<file path="src/rtl/kdp_pkg.sv">
package kdp_pkg;

    // Register offsets on the bus.
    localparam int OFS_KDATA = 0;
    localparam int OFS_KSTAT = 1;
    localparam int OFS_KCTRL = 2;
    localparam int OFS_DDATA = 4;
    localparam int OFS_DSTAT = 5;
    localparam int OFS_DCTRL = 6;

    // Flag and enable bit positions. Software depends on these.
    localparam int KIN_BIT  = 1;
    localparam int DOUT_BIT = 2;
    localparam int KEN_BIT  = 1;
    localparam int DEN_BIT  = 2;

    // Decoded bus strobes.
    typedef struct packed {
        logic kstat_rd;
        logic kctrl_wr;
        logic ddata_wr;
        logic dstat_rd;
        logic dctrl_wr;
    } strb_t;

endpackage

</file>
<file path="src/rtl/kdp_decode.sv">
module kdp_decode
    import kdp_pkg::*;
#(
    parameter int ADDR_W = 3
) (
    input  logic [ADDR_W-1:0] addr,
    input  logic              rd,
    input  logic              wr,
    output strb_t             strb
);

    always_comb begin
        strb          = '0;
        strb.kstat_rd = rd && (addr == ADDR_W'(OFS_KSTAT));
        strb.kctrl_wr = wr && (addr == ADDR_W'(OFS_KCTRL));
        strb.ddata_wr = wr && (addr == ADDR_W'(OFS_DDATA));
        strb.dstat_rd = rd && (addr == ADDR_W'(OFS_DSTAT));
        strb.dctrl_wr = wr && (addr == ADDR_W'(OFS_DCTRL));
    end

endmodule

</file>
<file path="src/rtl/kdp_kbd_side.sv">
module kdp_kbd_side #(
    parameter int DATA_W = 8
) (
    input  logic              clk,
    input  logic              rst_n,
    input  logic              key_valid,
    input  logic [DATA_W-1:0] key_char,
    input  logic              stat_rd,
    input  logic              ctrl_wr,
    input  logic              ctrl_bit,
    output logic [DATA_W-1:0] data_o,
    output logic              flag_o,
    output logic              en_o,
    output logic              irq_o
);

    typedef struct packed {
        logic [DATA_W-1:0] data;
        logic              flag;
        logic              en;
        logic              irq;
    } st_t;

    st_t s_d, s_q;

    always_comb begin
        s_d = s_q;
        if (key_valid) begin
            s_d.data = key_char;
        end
        // A new character beats the clear-on-read.
        if (key_valid) begin
            s_d.flag = 1'b1;
        end else if (stat_rd) begin
            s_d.flag = 1'b0;
        end
        if (ctrl_wr) begin
            s_d.en = ctrl_bit;
        end
        s_d.irq = s_d.flag && s_d.en;
    end

    always_ff @(posedge clk or negedge rst_n) begin
        if (!rst_n) begin
            s_q <= '0;
        end else begin
            s_q <= s_d;
        end
    end

    assign data_o = s_q.data;
    assign flag_o = s_q.flag;
    assign en_o   = s_q.en;
    assign irq_o  = s_q.irq;

endmodule

</file>
<file path="src/rtl/kdp_disp_side.sv">
module kdp_disp_side #(
    parameter int DATA_W = 8
) (
    input  logic              clk,
    input  logic              rst_n,
    input  logic              data_wr,
    input  logic [DATA_W-1:0] wdata,
    input  logic              stat_rd,
    input  logic              ctrl_wr,
    input  logic              ctrl_bit,
    input  logic              done,
    output logic              strobe_o,
    output logic [DATA_W-1:0] char_o,
    output logic              flag_o,
    output logic              en_o,
    output logic              irq_o
);

    typedef struct packed {
        logic [DATA_W-1:0] data;
        logic              strobe;
        logic              flag;
        logic              en;
        logic              irq;
    } st_t;

    // The display comes out of reset ready.
    localparam st_t RST_ST = '{data: '0, strobe: 1'b0, flag: 1'b1, en: 1'b0, irq: 1'b0};

    st_t s_d, s_q;

    always_comb begin
        s_d        = s_q;
        s_d.strobe = data_wr;
        if (data_wr) begin
            s_d.data = wdata;
        end
        // A store starts a new character, so it clears the flag even if
        // the previous character completes in the same cycle. A completion
        // beats the clear-on-read.
        if (data_wr) begin
            s_d.flag = 1'b0;
        end else if (done) begin
            s_d.flag = 1'b1;
        end else if (stat_rd) begin
            s_d.flag = 1'b0;
        end
        if (ctrl_wr) begin
            s_d.en = ctrl_bit;
        end
        s_d.irq = s_d.flag && s_d.en;
    end

    always_ff @(posedge clk or negedge rst_n) begin
        if (!rst_n) begin
            s_q <= RST_ST;
        end else begin
            s_q <= s_d;
        end
    end

    assign strobe_o = s_q.strobe;
    assign char_o   = s_q.data;
    assign flag_o   = s_q.flag;
    assign en_o     = s_q.en;
    assign irq_o    = s_q.irq;

endmodule

</file>
<file path="src/rtl/kdp_port.sv">
module kdp_port
    import kdp_pkg::*;
#(
    parameter int ADDR_W = 3,
    parameter int DATA_W = 8
) (
    input  logic              clk,
    input  logic              rst_n,
    input  logic [ADDR_W-1:0] bus_addr,
    input  logic              bus_rd,
    input  logic              bus_wr,
    input  logic [DATA_W-1:0] bus_wdata,
    output logic [DATA_W-1:0] bus_rdata,
    input  logic              kb_valid,
    input  logic [DATA_W-1:0] kb_char,
    output logic              dp_valid,
    output logic [DATA_W-1:0] dp_char,
    input  logic              dp_done,
    output logic              kb_irq,
    output logic              dp_irq
);

    strb_t             strb;
    logic [DATA_W-1:0] kdata_w;
    logic              kin_w;
    logic              ken_w;
    logic              dout_w;
    logic              den_w;

    kdp_decode #(.ADDR_W(ADDR_W)) u_dec (
        .addr (bus_addr),
        .rd   (bus_rd),
        .wr   (bus_wr),
        .strb (strb)
    );

    kdp_kbd_side #(.DATA_W(DATA_W)) u_kbd (
        .clk       (clk),
        .rst_n     (rst_n),
        .key_valid (kb_valid),
        .key_char  (kb_char),
        .stat_rd   (strb.kstat_rd),
        .ctrl_wr   (strb.kctrl_wr),
        .ctrl_bit  (bus_wdata[KEN_BIT]),
        .data_o    (kdata_w),
        .flag_o    (kin_w),
        .en_o      (ken_w),
        .irq_o     (kb_irq)
    );

    kdp_disp_side #(.DATA_W(DATA_W)) u_disp (
        .clk      (clk),
        .rst_n    (rst_n),
        .data_wr  (strb.ddata_wr),
        .wdata    (bus_wdata),
        .stat_rd  (strb.dstat_rd),
        .ctrl_wr  (strb.dctrl_wr),
        .ctrl_bit (bus_wdata[DEN_BIT]),
        .done     (dp_done),
        .strobe_o (dp_valid),
        .char_o   (dp_char),
        .flag_o   (dout_w),
        .en_o     (den_w),
        .irq_o    (dp_irq)
    );

    // Read data reflects the register state before this cycle's side effects.
    always_comb begin
        bus_rdata = '0;
        if (bus_rd) begin
            if (bus_addr == ADDR_W'(OFS_KDATA)) begin
                bus_rdata = kdata_w;
            end else if (bus_addr == ADDR_W'(OFS_KSTAT)) begin
                bus_rdata[KIN_BIT] = kin_w;
            end else if (bus_addr == ADDR_W'(OFS_KCTRL)) begin
                bus_rdata[KEN_BIT] = ken_w;
            end else if (bus_addr == ADDR_W'(OFS_DSTAT)) begin
                bus_rdata[DOUT_BIT] = dout_w;
            end else if (bus_addr == ADDR_W'(OFS_DCTRL)) begin
                bus_rdata[DEN_BIT] = den_w;
            end
        end
    end

endmodule

</file>
<file path="config.mk">
export PLATFORM = sky130hd
export DESIGN_NAME = kdp_port
export DESIGN_NICKNAME = d
export VERILOG_FILES = /design/src/rtl/kdp_pkg.sv /design/src/rtl/kdp_decode.sv /design/src/rtl/kdp_kbd_side.sv /design/src/rtl/kdp_disp_side.sv /design/src/rtl/kdp_port.sv
export SDC_FILE = /design/constraint.sdc
export NUM_CORES = 1
export LEC_CHECK = 0
export ABC_AREA = 1
export BUFFER_PORTS_ARGS = -buffer_cell sky130_fd_sc_hd__buf_4
export CAP_MARGIN = 30
export CORE_MARGIN = 2
export CORE_UTILIZATION = 49
export DETAILED_ROUTE_END_ITERATION = 10
export PLACE_DENSITY = 0.93
export SLEW_MARGIN = 10
export SYNTH_ARGS = -nofsm -noshare
export SYNTH_HDL_FRONTEND = slang
export SYNTH_SLANG_ARGS = --single-unit
export TNS_END_PERCENT = 100
</file>
<file path="constraint.sdc">
create_clock -name clk -period 1.7 [get_ports clk]
set_input_delay 0.425 -clock clk [delete_from_list [all_inputs] [get_ports clk]]
set_output_delay 0.425 -clock clk [all_outputs]
set_load 0.01 [all_outputs]
</file>
==> flow_summary_export.csv, run 1 <==
group,metric,value,unit
run_status,status,"completed",
die,core,1980,µm²
final_layout,final.fill_count,144,
route,routed_wire_length_per_instance,11.8,µm
timing,postLayoutSetupSlackWorst,0.0651,ns
final_layout,fin_cells,193,
die,top_level_ports,44,
clock_network,max-clock-path-buffers,2,
final_layout,num_antenna_cells,0,
final_layout,final_layout_size_suffix_gt1_share,36.1,%
global_route,globalRouteOverflowTotal,0,
synthesis,synth.ff_latch_count,23,
synthesis,synth.net_count,144,
synthesis,synth_ff_type,"sky130_fd_sc_hd__dfrtp_1",
global_route,grt_max_degree,24,
clock_network,clkLatencyLatePin,0.30,ns
synthesis,post_synth_instance_area,1040,µm²
synthesis,syn_area_per_cell,8.73,µm²
clock_network,clock_tree_from_tritoncts,"done",
timing,max_slew_margin,81.4,%
final_layout,flow.area_growth_from_synthesis,37.6,%
pwr,p_per_area,838,nW/µm²
synthesis,yosys_warnings,0,
timing,rsz_0062_raised_after_global_routing,"no",
placed_design,detailedPlace.worstSlack,-0.00903,ns
die,rows,16,
worst_setup_path,timing_worst_setup_path_type,"reg -> out",
synthesis,cells_after_synth,119,
timing,final.setup_skew,0.000414,ns
synthesis,yosys.cell_count.top_type,"sky130_fd_sc_hd__nand2_1",
timing,setup_viol,0,
die,fp.dieW,50.0,µm
clock_network,cts-htree-levels,1,
route,drtIter0Drc,17,
clock_network,cts.repair_timing.setup_buffer_count,0,
worst_setup_path,end_kind,"output pin",
route,routed_wl,2280,µm
placed_design,place.detailed.hpwl,1700,µm
final_layout,final_nets,192,
clock_network,cts_made_buffers,3,
route,avgViaCountPerCell,4.75,
timing,final_min_period_over_clock_period,96.2,%
synthesis,library_cells_used_by_synthesis,19,
route,route.vias.total,916,
pwr,leakage_power,0.786,nW
synthesis,synth.top_cells.by_area,"sky130_fd_sc_hd__dfrtp_1, sky130_fd_sc_hd__nand2_1, sky130_fd_sc_hd__inv_1, sky130_fd_sc_hd__nand3_1, sky130_fd_sc_hd__nand4_1",
synthesis,synth_common_cells,"sky130_fd_sc_hd__nand2_1, sky130_fd_sc_hd__dfrtp_1, sky130_fd_sc_hd__inv_1",
clock_network,clk_root_buffer_cell,"sky130_fd_sc_hd__clkbuf_4",
die,fp.dieArea,2500,µm²
synthesis,synth-seq-area-share,55.5,%
route,remaining_drc_errors,0,
global_route,grt_antenna_before_repair,0,
die,fp.dieH,50.0,µm
global_route,grt_util_all_layers,20.9,%
worst_setup_path,worst_ep_arrival_time,1.21,ns
placed_design,finalWeightedCongestion,0.818,
synthesis,synth_top_area_cell,"sky130_fd_sc_hd__dfrtp_1",
timing,timing_hold_violations_final,0,
route,number_of_detailed_route_iterations_in_the_first_pass,4,
clock_network,cts.sinks,23,
run,maxCapViolations,0,
timing,min_period,1.63,ns
synthesis,async_flop_share,100,%
global_route,grt_pass1_vias,942,
timing,slew_violations,0,
timing,worst-slew-pin-transition,0.279,ns
min_path,hold_crit_class,"in -> reg",
synthesis,synth.top_cell.area_share,53.0,%
final_layout,multi_input_comb_area,377,µm²
min_path,worst_hold_path.num_cells,3,
timing,totalNegativeSetupSlack,0,ns
global_route,wire_length_of_the_first_global_routing_pass,4010,µm
timing,max_clock_freq,612,MHz
placed_design,dp_cells,188,
final_layout,layout.area.seq,577,µm²
synthesis,synth-edff-count,0,
clock_network,cts.clk_slew.worst_paths,0.12,ns
worst_setup_path,worst-endpoint-required,1.27,ns
die,initial_utilization,52.4,%
placed_design,port_buffers,43,
pwr,ir_worst_vdd,0.000827,V
worst_setup_path,worst-r2r-cell-count,4,
route,drt.antenna.violating_nets,0,
worst_setup_path,worst_setup_path_start_kind,"flop",
worst_setup_path,critical_path_fanout_max,2,
## cells in the final DEF (no fill, tap or decap)
| cell | count |
|---|---|
| sky130_fd_sc_hd__o21ai_2 | 1 |
| sky130_fd_sc_hd__nor2_1 | 7 |
| sky130_fd_sc_hd__nand2_4 | 2 |
| sky130_fd_sc_hd__nor2_2 | 1 |
| sky130_fd_sc_hd__nand3_1 | 7 |
| sky130_fd_sc_hd__buf_4 | 44 |
| sky130_fd_sc_hd__clkbuf_1 | 1 |
| sky130_fd_sc_hd__nand4_1 | 6 |
| sky130_fd_sc_hd__dfrtp_1 | 22 |
| sky130_fd_sc_hd__nand3_2 | 1 |
| sky130_fd_sc_hd__o21ai_1 | 1 |
| sky130_fd_sc_hd__nor2_4 | 2 |
| sky130_fd_sc_hd__dfstp_2 | 1 |
| sky130_fd_sc_hd__inv_1 | 16 |
| sky130_fd_sc_hd__o21ai_0 | 6 |
| sky130_fd_sc_hd__clkinvlp_4 | 1 |
| sky130_fd_sc_hd__and2_1 | 1 |
| sky130_fd_sc_hd__nand2_1 | 37 |
| sky130_fd_sc_hd__mux2_2 | 2 |
| sky130_fd_sc_hd__a21oi_1 | 1 |
| sky130_fd_sc_hd__clkbuf_4 | 3 |
| sky130_fd_sc_hd__dlygate4sd3_1 | 1 |
| sky130_fd_sc_hd__inv_2 | 2 |
## flip-flops by register name, summed over array words and instances (netlist names)
signal           cells
u_disp.strobe_o      1
u_kbd.flag_o         1
u_disp.en_o          1
u_kbd.data_o         8
u_disp.irq_o         1
u_kbd.en_o           1
u_disp.char_o        8
u_disp.flag_o        1
u_kbd.irq_o          1
## cell families after synthesis
kind of cell,after synthesis,synth area share (%)
AO/OA/AOI/OAI,9,4.70
buffers and inverters,21,8.67
flip-flops,23,55.5
multiplexers,2,2.17
AND/OR/NAND/NOR,64,28.9
## area by class of cell
class,count,area share [%]
multi-input cells,75,26.4
flip-flops and latches,23,40.4
clock buffers,4,1.84
inverters,19,5.25
repair buffers,45,23.8
well taps,27,2.36
## stage by stage
stage	hold slack, ns	util [%]	instance area (µm²)	total power, mW
floorplan	0.129	-	1040	0.793
global placement	0.324	69.8	1380	0.947
detailed placement	0.328	69.8	1380	0.960
CTS	0.297	71.9	1430	1.21
global route	0.312	72.1	1430	1.27
finish	0.304	72.1	1430	1.20
## timing repair
item                                    in CTS  in global routing
pin swaps                                    0                  0
gates resized for setup                      1                  1
endpoints found under the setup margin       1                  1
hold buffers                                 1                  0
hold endpoints to repair                    22                  0
gates cloned                                 0                  0
## layer usage
| layer | up-vias | GRT usage [%] | part of all wire [%] |
|---|---|---|---|
| met2 | 32 | 34.0 | 54 |
| met1 | 417 | 26.9 | 41 |
| li1 | 465 | - | - |
| met4 | 0 | 12.5 | 1.1 |
| met5 | - | 0 | 0 |
| met3 | 2 | 1.82 | 3.6 |
## power by group
group	switching (mW)	total [mW]	internal, mW
logic	0.146	0.294	0.148
clock network	0.153	0.244	0.0914
registers	0.0368	0.659	0.622
## worst paths after layout
path                                  start          endpoint  slack (ns)
setup reg to reg              u_disp.flag_o      u_disp.irq_o        0.83
max in group asynchronous             rst_n     u_disp.flag_o        0.87
setup / recovery              u_disp.flag_o      bus_rdata[2]        0.07
hold / removal                 bus_wdata[3]  u_disp.char_o[3]        0.30
min in group asynchronous             rst_n  u_disp.char_o[0]        0.56
hold reg to reg            u_disp.char_o[3]  u_disp.char_o[3]        0.51
## worst max-delay path: stages (launching register included)
cell and delay [ns]:
sky130_fd_sc_hd__dfstp_2 0.55, sky130_fd_sc_hd__inv_1 0.04, sky130_fd_sc_hd__nand4_1 0.07, sky130_fd_sc_hd__nand3_1 0.08, sky130_fd_sc_hd__nand2_1 0.06, sky130_fd_sc_hd__buf_4 0.11
Note: power is estimated with default switching activity, not from simulation.
==> run 2: changes to the inputs <==
CORE_UTILIZATION = 50   (was 49)
CTS_BUF_LIST = sky130_fd_sc_hd__clkbuf_8   (was unset)
GPL_TIMING_DRIVEN = 0   (was unset)
PLACE_DENSITY = 0.94   (was 0.93)
==> flow_summary_export.csv, run 2 (same netlist as run 1, synthesis figures left out) <==
group,metric,value,unit
final_layout,layout.cells.most_common_list,"sky130_fd_sc_hd__buf_4, sky130_fd_sc_hd__nand2_1, sky130_fd_sc_hd__dfrtp_1",
final_layout,final.fill_count,163,
pwr,leakage_power,0.797,nW
pwr,combinationalPowerShare,23.3,%
final_layout,fin_cells,193,
die,fp.dieArea,2460,µm²
timing,final.setup_skew,0.000489,ns
route,route.vias.total,969,
worst_setup_path,worst-endpoint-required,1.27,ns
clock_network,cts-htree-levels,1,
pwr,internal-power,0.931,mW
timing,final_min_period_over_clock_period,98.6,%
global_route,grt_pass1_vias,940,
route,avgViaCountPerCell,5.02,
final_layout,layout_commonest_cell,"sky130_fd_sc_hd__buf_4",
final_layout,flow.area_growth_from_synthesis,39.5,%
route,remaining_drc_errors,0,
clock_network,cts.clk_slew.worst_paths,0.08,ns
final_layout,final_nets,192,
worst_setup_path,timing_worst_setup_path_type,"in -> out",
route,number_of_detailed_route_iterations_in_the_first_pass,4,
die,initial_utilization,52.9,%
timing,slew_violations,0,
placed_design,port_buffers,43,
route,routed_wire_length_per_instance,12.9,µm
die,fp.dieH,49.6,µm
global_route,grt_antenna_before_repair,0,
placed_design,detailedPlace.worstSlack,-0.00778,ns
clock_network,clk_root_buffer_cell,"sky130_fd_sc_hd__clkbuf_8",
worst_setup_path,end_kind,"output pin",
route,routed_wl,2480,µm
die,top_level_ports,44,
worst_setup_path,worst_ep_arrival_time,1.25,ns
route,drtIter0Drc,20,
clock_network,clock_tree_from_tritoncts,"done",
clock_network,max-clock-path-buffers,2,
die,fp.dieW,49.6,µm
timing,worst-slew-pin-transition,0.328,ns
placed_design,dp_cells,189,
global_route,grt_util_all_layers,21.8,%
pwr,p_per_area,883,nW/µm²
final_layout,final_layout_size_suffix_gt1_share,36.1,%
run_status,status,"completed",
die,rows,16,
timing,postLayoutSetupSlackWorst,0.0238,ns
final_layout,layout.area.seq,577,µm²
timing,timing_hold_violations_final,0,
final_layout,num_antenna_cells,0,
timing,setup_viol,0,
clock_network,holdBufCountCts,0,
timing,totalNegativeSetupSlack,0,ns
pwr,clkPwrFrac,25.1,%
pwr,switching_power,0.348,mW
worst_setup_path,worst-r2r-cell-count,4,
global_route,grt_max_degree,24,
timing,max_slew_margin,78.1,%
global_route,wire_length_of_the_first_global_routing_pass,4140,µm
clock_network,cts_made_buffers,3,
worst_setup_path,critical_path_fanout_max,7,
global_route,globalRouteOverflowTotal,0,
run,maxCapViolations,0,
timing,max_clock_freq,597,MHz
timing,min_period,1.68,ns
pwr,ir_worst_vdd,0.000678,V
pwr,sequential_power_share,51.6,%
worst_setup_path,worst_setup_path_start_kind,"input pin",
placed_design,finalWeightedCongestion,0.785,
placed_design,place.detailed.hpwl,1810,µm
final_layout,multi_input_comb_area,377,µm²
clock_network,clkLatencyLatePin,0.26,ns
pwr,p_sw_share,27.2,%
timing,rsz_0062_raised_after_global_routing,"no",
clock_network,cts.sinks,23,
route,drt.antenna.violating_nets,0,
min_path,hold_crit_class,"in -> async",
die,core,1960,µm²
-- run 2: cell types whose count changed in the layout (fill, tap and decap cells not counted) --
cell,before,now
sky130_fd_sc_hd__buf_8,0,1
sky130_fd_sc_hd__inv_1,16,17
sky130_fd_sc_hd__buf_4,44,43
sky130_fd_sc_hd__dlygate4sd3_1,1,0
sky130_fd_sc_hd__clkbuf_4,3,0
sky130_fd_sc_hd__clkbuf_8,0,3
-- run 2: per-stage QoR --
stage | power, mW | instance area, µm² | hold WS (ns) | utilization (%)
2_1_floorplan | 0.793 | 1040 | 0.129 | -
3_3_place_gp | 0.947 | 1400 | 0.323 | 71.1
3_5_place_dp | 0.964 | 1400 | 0.331 | 71.1
4_1_cts | 1.29 | 1450 | 0.0440 | 73.7
5_1_grt | 1.35 | 1450 | 0.0519 | 73.9
6_report | 1.28 | 1450 | 0.0370 | 73.9
-- run 2: worst paths after layout --
check,startpoint,to,slack [ns]
max,bus_addr[0],bus_rdata[4],0.02
max in group asynchronous,rst_n,u_disp.flag_o,1.38
min in group clk,bus_wdata[6],u_disp.char_o[6],0.36
max reg2reg,u_disp.flag_o,u_disp.irq_o,0.85
min reg2reg,u_disp.char_o[2],u_disp.char_o[2],0.49
min,rst_n,u_kbd.data_o[1],0.04
-- run 2: critical path: stages --
cell,delay (ns)
sky130_fd_sc_hd__buf_4,0.15
sky130_fd_sc_hd__nor2_4,0.17
sky130_fd_sc_hd__nand3_2,0.18
sky130_fd_sc_hd__nor2_1,0.18
sky130_fd_sc_hd__buf_4,0.15
-- run 2: power groups by stage --
stage | logic, mW | registers, mW | clock network, mW
2_1_floorplan | 0.108 | 0.685 | 0
3_3_place_gp | 0.282 | 0.665 | 0
3_5_place_dp | 0.296 | 0.667 | 0
4_1_cts | 0.299 | 0.659 | 0.328
5_1_grt | 0.328 | 0.667 | 0.350
6_report | 0.297 | 0.660 | 0.322
-- run 2: layer usage --
layer / track usage, % / vias up / part of all wire, %
met5: 0 / - / 0
met1: 27.8 / 462 / 40
li1: - / 462 / -
met3: 2.42 / 5 / 5.5
met2: 37.8 / 40 / 53
met4: 8.33 / 0 / 1.5
-- run 2: area by class of cell --
| cell class | instances | share of cell area (%) |
|---|---|---|
| buffer | 2 | 1.30 |
| timing repair buffer | 43 | 22.3 |
| clock buffer | 3 | 2.85 |
| sequential | 23 | 39.8 |
| multi-input combinational | 75 | 26.0 |
| inverter | 19 | 5.18 |
| tap | 27 | 2.33 |
| clock inverter | 1 | 0.259 |
-- run 2: repair_timing --
item / in CTS / in global routing
endpoints found under the setup margin: 4 / 1
buffers inserted: 0 / 0
cloned: 0 / 0
hold endpoints to repair: 0 / 0
gates resized for setup: 1 / 1
==> run 3: changes to the inputs <==
CORE_ASPECT_RATIO = 0.75   (was unset)
CORE_MARGIN = unset   (was 2)
CORE_UTILIZATION = 48   (was 50)
PLACE_DENSITY = 0.91   (was 0.94)
clock period = 1.8 ns   (was 1.7 ns; I/O delays follow)
==> flow_summary_export.csv, run 3 (same netlist as run 1, synthesis figures left out) <==
group,metric,value,unit
worst_setup_path,worstSetupStartpoint,"bus_addr[2]",
placed_design,finalWeightedCongestion,0.873,
placed_design,port_buffers,43,
timing,totalNegativeSetupSlack,0,ns
worst_setup_path,worst_ep_arrival_time,1.22,ns
worst_setup_path,critical_path.top_delay_family,"buffers and inverters",
clock_network,cts-htree-levels,1,
global_route,globalRouteOverflowTotal,0,
pwr,post-layout-total-power,1.22,mW
worst_setup_path,critical_path_fanout_max,8,
pwr,p_sw_share,27.9,%
global_route,grt_antenna_before_repair,0,
timing,worst-slew-pin-transition,0.365,ns
die,core,2010,µm²
run,maxCapViolations,0,
worst_setup_path,path_cells,"buf_4 > inv_1 > nand4_1 > nand3_1 > and2_1 > buf_4",
route,remaining_drc_errors,0,
timing,timing_hold_violations_final,0,
final_layout,multi_input_comb_area,377,µm²
timing,min_period,1.67,ns
pwr,sequential_power_share,50.9,%
timing,max_clock_freq,597,MHz
final_layout,postLayoutCoreUtil,71.6,%
worst_setup_path,worst-r2r-cell-count,4,
pwr,combinationalPowerShare,22.7,%
timing,slew_violations,0,
final_layout,final_nets,192,
pwr,switching_power,0.341,mW
final_layout,design_area,1440,µm²
run_status,status,"completed",
global_route,top_usage_layer,"met2",
worst_setup_path,max_stage_delay,0.19,ns
worst_setup_path,cpMostUsedCell,"sky130_fd_sc_hd__buf_4",
clock_network,clkLatencyLatePin,0.27,ns
clock_network,cts_made_buffers,3,
worst_setup_path,worst_setup_path_start_kind,"input pin",
pwr,internal-power,0.881,mW
global_route,wire_length_of_the_first_global_routing_pass,3910,µm
clock_network,holdBufCountCts,0,
timing,final_min_period_over_clock_period,93.0,%
final_layout,layout.cells.most_common_list,"sky130_fd_sc_hd__buf_4, sky130_fd_sc_hd__nand2_1, sky130_fd_sc_hd__dfrtp_1",
worst_setup_path,end_kind,"output pin",
global_route,grt_max_degree,24,
clock_network,cts.sinks,23,
clock_network,clk_root_buffer_cell,"sky130_fd_sc_hd__clkbuf_8",
timing,setup_viol,0,
timing,fin_hold_ws,0.0562,ns
global_route,global_route.usage.met2,37.8,%
worst_setup_path,crit-reg2reg-capture,"u_disp.irq_o",
worst_setup_path,critical_path_cell_count,6,
timing,max_slew_margin,75.7,%
timing,final.setup_skew,0.000169,ns
clock_network,cts.clk_slew.worst_paths,0.08,ns
pwr,clkPwrFrac,26.4,%
route,routed_wire_length_per_instance,12.3,µm
route,route.vias.total,948,
clock_network,cts_resized,0,
die,fp.dieArea,2360,µm²
global_route,groute.layer.met3.usage,7.41,%
worst_setup_path,r2r_slack,0.95,ns
worst_setup_path,cp.buffers_inverters,3,
final_layout,layout.area.seq,577,µm²
placed_design,dpl_cell_area,1390,µm²
route,avgViaCountPerCell,4.99,
min_path,hold_crit_class,"in -> async",
die,initial_utilization,51.6,%
pwr,ir_worst_vdd,0.000648,V
final_layout,flow.area_growth_from_synthesis,38.9,%
die,fp.dieW,55.7,µm
final_layout,final_layout_size_suffix_gt1_share,36.1,%
final_layout,layout_commonest_cell,"sky130_fd_sc_hd__buf_4",
clock_network,cts.repair_timing.setup_buffer_count,0,
die,top_level_ports,44,
pwr,leakage_power,0.801,nW
worst_setup_path,worst-endpoint-required,1.35,ns
clock_network,clock_tree_from_tritoncts,"done",
placed_design,place.detailed.hpwl,1750,µm
worst_setup_path,worstReg2RegStart,"u_disp.flag_o",
die,fp.dieH,42.3,µm
route,routed_wl,2330,µm
route,drt.antenna.violating_nets,0,
route,drtIter0Drc,17,
global_route,grt_pass1_vias,895,
final_layout,num_antenna_cells,0,
final_layout,final.fill_count,152,
worst_setup_path,setup.worst_path.end,"bus_rdata[1]",
die,rows,14,
global_route,grt_util_all_layers,22.1,%
worst_setup_path,timing.critical_path.slowest_stage_cell,"sky130_fd_sc_hd__inv_1",
global_route,use_met1,26.7,%
clock_network,max-clock-path-buffers,2,
timing,rsz_0062_raised_after_global_routing,"no",
worst_setup_path,timing_worst_setup_path_type,"in -> out",
route,number_of_detailed_route_iterations_in_the_first_pass,4,
pwr,p_per_area,847,nW/µm²
[run 3: worst min path at each step]
stage | start | endpoint | slack (ns)
2_1_floorplan | rst_n | u_disp.char_o[0] | 0.15
3_3_place_gp | rst_n | u_kbd.irq_o | 0.35
3_5_place_dp | rst_n | u_kbd.data_o[3] | 0.36
4_1_cts | rst_n | u_kbd.data_o[3] | 0.07
5_1_grt | rst_n | u_kbd.irq_o | 0.07
6_report | rst_n | u_kbd.data_o[3] | 0.06
[run 3: power groups by stage]
| stage | combinational, mW | sequential (mW) | clock [mW] |
|---|---|---|---|
| 2_1_floorplan | 0.102 | 0.647 | 0 |
| 3_3_place_gp | 0.268 | 0.628 | 0 |
| 3_5_place_dp | 0.278 | 0.630 | 0 |
| 4_1_cts | 0.279 | 0.622 | 0.328 |
| 5_1_grt | 0.307 | 0.631 | 0.353 |
| 6_report | 0.277 | 0.622 | 0.323 |
[run 3: worst reg2reg max path, cell delays in order, from the launching register on]
cell,delay [ns]
sky130_fd_sc_hd__dfstp_2,0.54
sky130_fd_sc_hd__nand2_1,0.05
sky130_fd_sc_hd__nand2_1,0.09
sky130_fd_sc_hd__nand2_4,0.05
sky130_fd_sc_hd__nor2_2,0.07
[run 3: cell type report]
cell class | instances | area share [%]
inverter | 19 | 4.94
multi-input combinational | 75 | 26.1
tap | 24 | 2.08
buffer | 2 | 1.30
timing repair buffer | 43 | 22.4
clock buffer | 3 | 2.86
sequential | 23 | 40.0
clock inverter | 1 | 0.347
[run 3: through the flow]
step | cells | setup WS (ns)
4_1_cts | 190 | 0.0823
2_1_floorplan | 119 | 0.387
5_1_grt | 190 | 0.0208
6_report | 190 | 0.126
3_5_place_dp | 186 | 0.0877
3_3_place_gp | 186 | 0.0968
[run 3: layer usage]
layer  wire length (µm)  up-vias
met5                  0        -
met4                 34        0
met3                159        7
met2               1170       36
met1                973      441
li1                   -      464
